[config.mk]
export PLATFORM = sky130hd
export DESIGN_NAME = alarm_pair
export DESIGN_NICKNAME = d
export VERILOG_FILES = /design/src/rtl/alm_pkg.sv /design/src/rtl/alm_match.sv /design/src/rtl/alm_irq_merge.sv /design/src/rtl/alm_unit.sv /design/src/rtl/alarm_pair.sv
export SDC_FILE = /design/constraint.sdc
export NUM_CORES = 1
export LEC_CHECK = 0
export BUFFER_PORTS_ARGS = -buffer_cell sky130_fd_sc_hd__buf_2
export CORE_MARGIN = 10
export CORE_UTILIZATION = 55
export CTS_BUF_LIST = sky130_fd_sc_hd__clkbuf_4 sky130_fd_sc_hd__clkbuf_8 sky130_fd_sc_hd__clkbuf_16
export CTS_CLUSTER_SIZE = 8
export DETAILED_ROUTE_END_ITERATION = 7
export PLACE_DENSITY = 0.8
export SYNTH_ARGS = -nofsm -noshare
export SYNTH_HDL_FRONTEND = slang
export SYNTH_SLANG_ARGS = --single-unit
[constraint.sdc]
create_clock -name clk -period 1.8 [get_ports clk]
set_input_delay 0.09 -clock clk [delete_from_list [all_inputs] [get_ports clk]]
set_output_delay 0.09 -clock clk [all_outputs]
set_load 0.005 [all_outputs]
[src/rtl/alm_pkg.sv]
package alm_pkg;
    localparam int SEC_W   = 6;
    localparam int MIN_W   = 6;
    localparam int HOUR_W  = 5;
    localparam int DATE_W  = 5;
    localparam int MONTH_W = 4;
    localparam int DOW_W   = 3;
    localparam int NFIELD  = 6;
    localparam int REG_W   = 3;

    // Register indices inside one unit; the field order matches the enable bit order.
    localparam logic [REG_W-1:0] REG_SEC   = 3'd0;
    localparam logic [REG_W-1:0] REG_MIN   = 3'd1;
    localparam logic [REG_W-1:0] REG_HOUR  = 3'd2;
    localparam logic [REG_W-1:0] REG_DATE  = 3'd3;
    localparam logic [REG_W-1:0] REG_MONTH = 3'd4;
    localparam logic [REG_W-1:0] REG_DOW   = 3'd5;
    localparam logic [REG_W-1:0] REG_CTRL  = 3'd6;
    localparam logic [REG_W-1:0] REG_STAT  = 3'd7;

    localparam int CTRL_REP  = 6;
    localparam int CTRL_ARM  = 7;
    localparam int STAT_FLAG = 0;
    localparam int STAT_IEN  = 1;

    typedef struct packed {
        logic [DOW_W-1:0]   dow;
        logic [MONTH_W-1:0] month;
        logic [DATE_W-1:0]  date;
        logic [HOUR_W-1:0]  hour;
        logic [MIN_W-1:0]   min;
        logic [SEC_W-1:0]   sec;
    } alm_time_t;

    typedef enum logic {
        ST_IDLE  = 1'b0,
        ST_ARMED = 1'b1
    } alm_state_t;
endpackage

[src/rtl/alm_match.sv]
module alm_match
    import alm_pkg::*;
(
    input  alm_time_t         cur,
    input  alm_time_t         target,
    input  logic [NFIELD-1:0] field_en,
    output logic              hit
);
    logic [NFIELD-1:0] eq;

    always_comb begin
        eq[0] = (cur.sec   == target.sec);
        eq[1] = (cur.min   == target.min);
        eq[2] = (cur.hour  == target.hour);
        eq[3] = (cur.date  == target.date);
        eq[4] = (cur.month == target.month);
        eq[5] = (cur.dow   == target.dow);
    end

    // Masked fields always agree; an empty mask never hits.
    assign hit = (|field_en) && (&(eq | ~field_en));
endmodule

[src/rtl/alm_irq_merge.sv]
module alm_irq_merge #(
    parameter int N_ALARMS = 2
) (
    input  logic [N_ALARMS-1:0] flags,
    input  logic [N_ALARMS-1:0] irq_en,
    output logic                irq_n
);
    assign irq_n = ~(|(flags & irq_en));
endmodule

[src/rtl/alm_unit.sv]
module alm_unit
    import alm_pkg::*;
#(
    parameter int DATA_W = 8
) (
    input  logic              clk,
    input  logic              rst_n,
    input  logic              tick,
    input  alm_time_t         cur,
    input  logic              wr_en,
    input  logic [REG_W-1:0]  reg_sel,
    input  logic [DATA_W-1:0] wr_data,
    output logic [DATA_W-1:0] rd_data,
    output logic              flag,
    output logic              irq_en
);
    alm_time_t         target_q;
    logic [NFIELD-1:0] fen_q;
    logic              rep_q;
    logic              ien_q;
    logic              flag_q;
    alm_state_t        state_q;
    alm_state_t        state_d;
    logic              hit;
    logic              fire;
    logic              ctrl_wr;
    logic              clr;

    alm_match u_match (
        .cur      (cur),
        .target   (target_q),
        .field_en (fen_q),
        .hit      (hit)
    );

    assign ctrl_wr = wr_en && (reg_sel == REG_CTRL);
    assign clr     = wr_en && (reg_sel == REG_STAT) && wr_data[STAT_FLAG];
    assign fire    = tick && (state_q == ST_ARMED) && hit;

    // State register
    always_ff @(posedge clk) begin
        if (!rst_n) state_q <= ST_IDLE;
        else        state_q <= state_d;
    end

    // Next-state logic
    always_comb begin
        state_d = state_q;
        unique case (state_q)
            ST_IDLE: begin
                if (ctrl_wr && wr_data[CTRL_ARM]) state_d = ST_ARMED;        // arm
            end
            ST_ARMED: begin
                if (ctrl_wr)                state_d = wr_data[CTRL_ARM] ? ST_ARMED : ST_IDLE;
                else if (fire && !rep_q)    state_d = ST_IDLE;               // one-shot
            end
            default: state_d = ST_IDLE;
        endcase
    end

    // Configuration registers
    always_ff @(posedge clk) begin
        if (!rst_n) begin
            target_q <= '0;
            fen_q    <= '0;
            rep_q    <= 1'b0;
            ien_q    <= 1'b0;
        end else if (wr_en) begin
            unique case (reg_sel)
                REG_SEC:   target_q.sec   <= wr_data[SEC_W-1:0];
                REG_MIN:   target_q.min   <= wr_data[MIN_W-1:0];
                REG_HOUR:  target_q.hour  <= wr_data[HOUR_W-1:0];
                REG_DATE:  target_q.date  <= wr_data[DATE_W-1:0];
                REG_MONTH: target_q.month <= wr_data[MONTH_W-1:0];
                REG_DOW:   target_q.dow   <= wr_data[DOW_W-1:0];
                REG_CTRL: begin
                    fen_q <= wr_data[NFIELD-1:0];
                    rep_q <= wr_data[CTRL_REP];
                end
                REG_STAT:  ien_q <= wr_data[STAT_IEN];
                default: ;
            endcase
        end
    end

    // Sticky flag: a firing outranks a clear on the same edge
    always_ff @(posedge clk) begin
        if (!rst_n) flag_q <= 1'b0;
        else        flag_q <= fire | (flag_q & ~clr);
    end

    // Outputs
    always_comb begin
        flag    = flag_q;
        irq_en  = ien_q;
        rd_data = '0;
        unique case (reg_sel)
            REG_SEC:   rd_data = DATA_W'(target_q.sec);
            REG_MIN:   rd_data = DATA_W'(target_q.min);
            REG_HOUR:  rd_data = DATA_W'(target_q.hour);
            REG_DATE:  rd_data = DATA_W'(target_q.date);
            REG_MONTH: rd_data = DATA_W'(target_q.month);
            REG_DOW:   rd_data = DATA_W'(target_q.dow);
            REG_CTRL:  rd_data = DATA_W'({(state_q == ST_ARMED), rep_q, fen_q});
            REG_STAT:  rd_data = DATA_W'({ien_q, flag_q});
            default:   rd_data = '0;
        endcase
    end
endmodule

[src/rtl/alarm_pair.sv]
module alarm_pair
    import alm_pkg::*;
#(
    parameter  int N_ALARMS = 2,
    parameter  int DATA_W   = 8,
    localparam int SEL_W    = $clog2(N_ALARMS),
    localparam int ADDR_W   = SEL_W + REG_W
) (
    input  logic                clk,
    input  logic                rst_n,
    input  logic                tick,
    input  logic [SEC_W-1:0]    cur_sec,
    input  logic [MIN_W-1:0]    cur_min,
    input  logic [HOUR_W-1:0]   cur_hour,
    input  logic [DATE_W-1:0]   cur_date,
    input  logic [MONTH_W-1:0]  cur_month,
    input  logic [DOW_W-1:0]    cur_dow,
    input  logic                wr_en,
    input  logic [ADDR_W-1:0]   addr,
    input  logic [DATA_W-1:0]   wr_data,
    output logic [DATA_W-1:0]   rd_data,
    output logic [N_ALARMS-1:0] alarm_flag,
    output logic                irq_n
);
    alm_time_t         cur;
    logic [SEL_W-1:0]  unit_sel;
    logic [REG_W-1:0]  reg_sel;
    logic [N_ALARMS-1:0] ien;
    logic [DATA_W-1:0] rd_arr [N_ALARMS];

    assign cur      = '{dow: cur_dow, month: cur_month, date: cur_date,
                        hour: cur_hour, min: cur_min, sec: cur_sec};
    assign unit_sel = addr[ADDR_W-1:REG_W];
    assign reg_sel  = addr[REG_W-1:0];

    for (genvar i = 0; i < N_ALARMS; i++) begin : g_unit
        alm_unit #(
            .DATA_W (DATA_W)
        ) u_unit (
            .clk     (clk),
            .rst_n   (rst_n),
            .tick    (tick),
            .cur     (cur),
            .wr_en   (wr_en && (unit_sel == SEL_W'(i))),
            .reg_sel (reg_sel),
            .wr_data (wr_data),
            .rd_data (rd_arr[i]),
            .flag    (alarm_flag[i]),
            .irq_en  (ien[i])
        );
    end

    always_comb begin
        rd_data = '0;
        for (int k = 0; k < N_ALARMS; k++) begin
            if (unit_sel == SEL_W'(k)) rd_data = rd_arr[k];
        end
    end

    alm_irq_merge #(
        .N_ALARMS (N_ALARMS)
    ) u_irq (
        .flags  (alarm_flag),
        .irq_en (ien),
        .irq_n  (irq_n)
    );
endmodule

==> metrics.cfg <==
[critical_path]
cp_common_cell = nand2_1
start_kind = flop
slowest_stage = a222oi_1
crit_path_start = g_unit[1].u_unit.fen_q[5]$_SDFFE_PN0P_
worstPathMaxFanout = 3
cp_num_buf_inv = 2
reg2reg_from = g_unit[1].u_unit.target_q[24]$_SDFFE_PN0P_
worstPathCellList = nand2_1, nand2_1, a222oi_1, buf_4, and3_1, o22ai_1, buf_2
path_class = reg2out
cp-end-kind = output port
critical_path_required_ps = 1710
critPathMaxStageDelay_ps = 360
worstPathArrival_ps = 1700
crit_family = compound AO/OA/AOI/OAI gates

[timing]
setup_tns_ps = 0
whs_ps = 7.84
rsz0062_at_grt = yes
hold_viol = 0
fin_crit_ps = 1790
finalClockSkew_ps = 6.42
worst_slew_pin_slew_ps = 494
max_freq_ghz = 0.557
setup_viol = 0
drv_slew = 0
timing.final.crit_share_pct = 99.7
slew_headroom_pct = 67.1

[clock_network]
ctsHoldBuffers = 0
cts.sinks = 78
clkLatencyLatePin_ps = 340
h-tree-depth = 3
clkSlewWorstSetupHoldPaths_ps = 80
cts_root_buf = clkbuf_8
cts_buffer_depth = 2
cts_tree = built
cts_buffers = 9

[grt]
grt_start_max_net_pins = 31
antenna_found_initial = 0
track_usage_pct = 22.0
grt_pass1_wl_um = 22400
grt_pass1_vias = 4121
grt_overflow_total = 0

[worst_hold_path]
holdCritStartpoint = wr_data[6]
hold_path_class = in2reg

[synthesis]
synthTopCellsByArea = dfxtp_1 34%, mux2i_1 12%, nor2b_1 7.0%
syn_inst = 526
synth_top_flop_cell = dfxtp_1
synth_top_cell_by_area = dfxtp_1
synth_seq_area_share_pct = 34.1
synth_nets = 571
synth_area_mm2 = 0.00457
synth_edf_count = 0
netlist.area_leader.share_pct = 34.1
yosys.cell_types.count = 52
yosys_warnings = 0
synth.avg_cell_area_um2 = 8.70
ys_seq_elements = 78
async_flop_share_pct = 0

[place]
dpl.cell_count = 680
dp.final_hpwl_um = 10800
dpl_cell_area_mm2 = 0.00503
gp_congestion = 1.00
io_buffers = 55

[die]
die_h_um = 111
initial_core_util_pct = 56.2
rows = 33
coreArea_mm2 = 0.00813
dieWidth_um = 111
die_area_mm2 = 0.0124
io_pins = 56

[route]
first_pass_iters = 5
drc = 0
via_per_inst = 5.97
routed_wl_um = 14200
vias = 4186
drt_iter0_markers = 350
ant_nets = 0
wl_per_cell_um = 20.3

[power_and_ir_drop]
p_total_w = 0.00376
power.density_mw_per_mm2 = 702
worst_ir_drop_vdd_mv = 0.573
p_leak_nw = 2.15

[cells_and_area]
seqCellArea_mm2 = 0.00157
fin_area_mm2 = 0.00535
layout_commonest_cell = dfxtp_1
most-common-layout-cells = 69 x dfxtp_1, 59 x nand2_1, 55 x buf_2, 54 x mux2i_1, 51 x nor2b_1
nets = 637
fin_cells = 701
nFillCells = 714
drive_above_1_share_pct = 23.3
insertedDiodeCount = 0
multi_input_area_mm2 = 0.00285
area_delta_synth_final_pct = 17.0

[run]
max_cap_viol_count = 0

[outcome]
status = completed

sequential cells by signal (all words and copies together), names as in the netlist:
name / cells
g_unit.u_unit.target_q: 58
g_unit.u_unit.fen_q: 12
g_unit.u_unit.flag: 2
g_unit.u_unit.irq_en: 2
g_unit.u_unit.rep_q: 2
g_unit.u_unit.state_q: 2
stage by stage:
stage | utilization, % | setup slack (ps)
2_1_floorplan | - | 282
3_3_place_gp | 61.8 | 61.4
3_5_place_dp | 61.8 | 43.7
4_1_cts | 65.0 | 12.1
5_1_grt | 65.8 | -254
6_report | 65.8 | 5.09
area by class of cell:
cell class	instances	area share [%]
Clock buffer	11	2.83
Inverter	9	0.631
Tap cell	105	2.45
Timing Repair Buffer	91	10.2
Clock inverter	4	1.31
Multi-Input combinational cell	403	53.2
Sequential cell	78	29.4
power by group:
part	internal [W]	switching, W	leakage [nW]
combinational	0.000215	0.000291	1.40
clock	0.000845	0.000634	0.115
sequential	0.00175	0.0000258	0.634
Yosys cell counts, types with 2 or more instances:
cell type	n
dfxtp_1	78
nand2_1	59
mux2i_1	54
nor2b_1	51
xor2_1	33
a21boi_0	30
o21ai_0	28
xnor2_1	25
clkbuf_1	19
nor2_1	17
a21oi_1	15
nand3_1	13
buf_2	10
a22oi_1	9
inv_1	8
nand4_1	7
o31ai_1	6
mux2_2	5
buf_4	4
nor3_1	4
a22o_1	3
nor3_4	3
nor4_1	3
o22ai_1	3
or3_1	3
a211oi_1	2
a221o_1	2
a221oi_1	2
a31oi_1	2
a41o_1	2
buf_6	2
nand2_2	2
o211ai_1	2
o221ai_1	2
path summary, 6_finish.rpt:
path / end / slack (ps) / cells past startpoint
setup / recovery: rd_data[5] / 5 / 7
hold / removal: g_unit[0].u_unit.rep_q$_SDFFE_PN0P_ / 8 / 3
setup reg to reg: g_unit[1].u_unit.state_q$_SDFF_PN0_ / 80 / 7
hold reg to reg: g_unit[1].u_unit.fen_q[5]$_SDFFE_PN0P_ / 480 / 2
cells by family after synthesis:
logic type | after synthesis | synth area share (%)
XOR/XNOR | 58 | 11.1
buffers and inverters | 45 | 4.62
AO/OA/AOI/OAI | 115 | 17.0
multiplexers | 60 | 13.5
flip-flops | 78 | 34.1
AND/OR/NAND/NOR | 170 | 19.6
metal layers:
metal	vias to the layer above	global-route usage (%)	share of wire, %
li1	1961	-	-
met3	46	5.95	10
met1	1958	27.3	40
met2	221	35.8	47
met5	-	0	0
met4	0	7.71	3.1
what timing repair did:
action / CTS / global route
endpoints found under the setup margin: 4 / 7
pin swaps: 2 / 5
setup buffers: 3 / 3
gates resized for setup: 5 / 15
tightest hold or removal path: stages:
cell	delay [ps]
buf_2	100
nand2_1	40
a21boi_0	60
(Power assumes the default switching activity.)
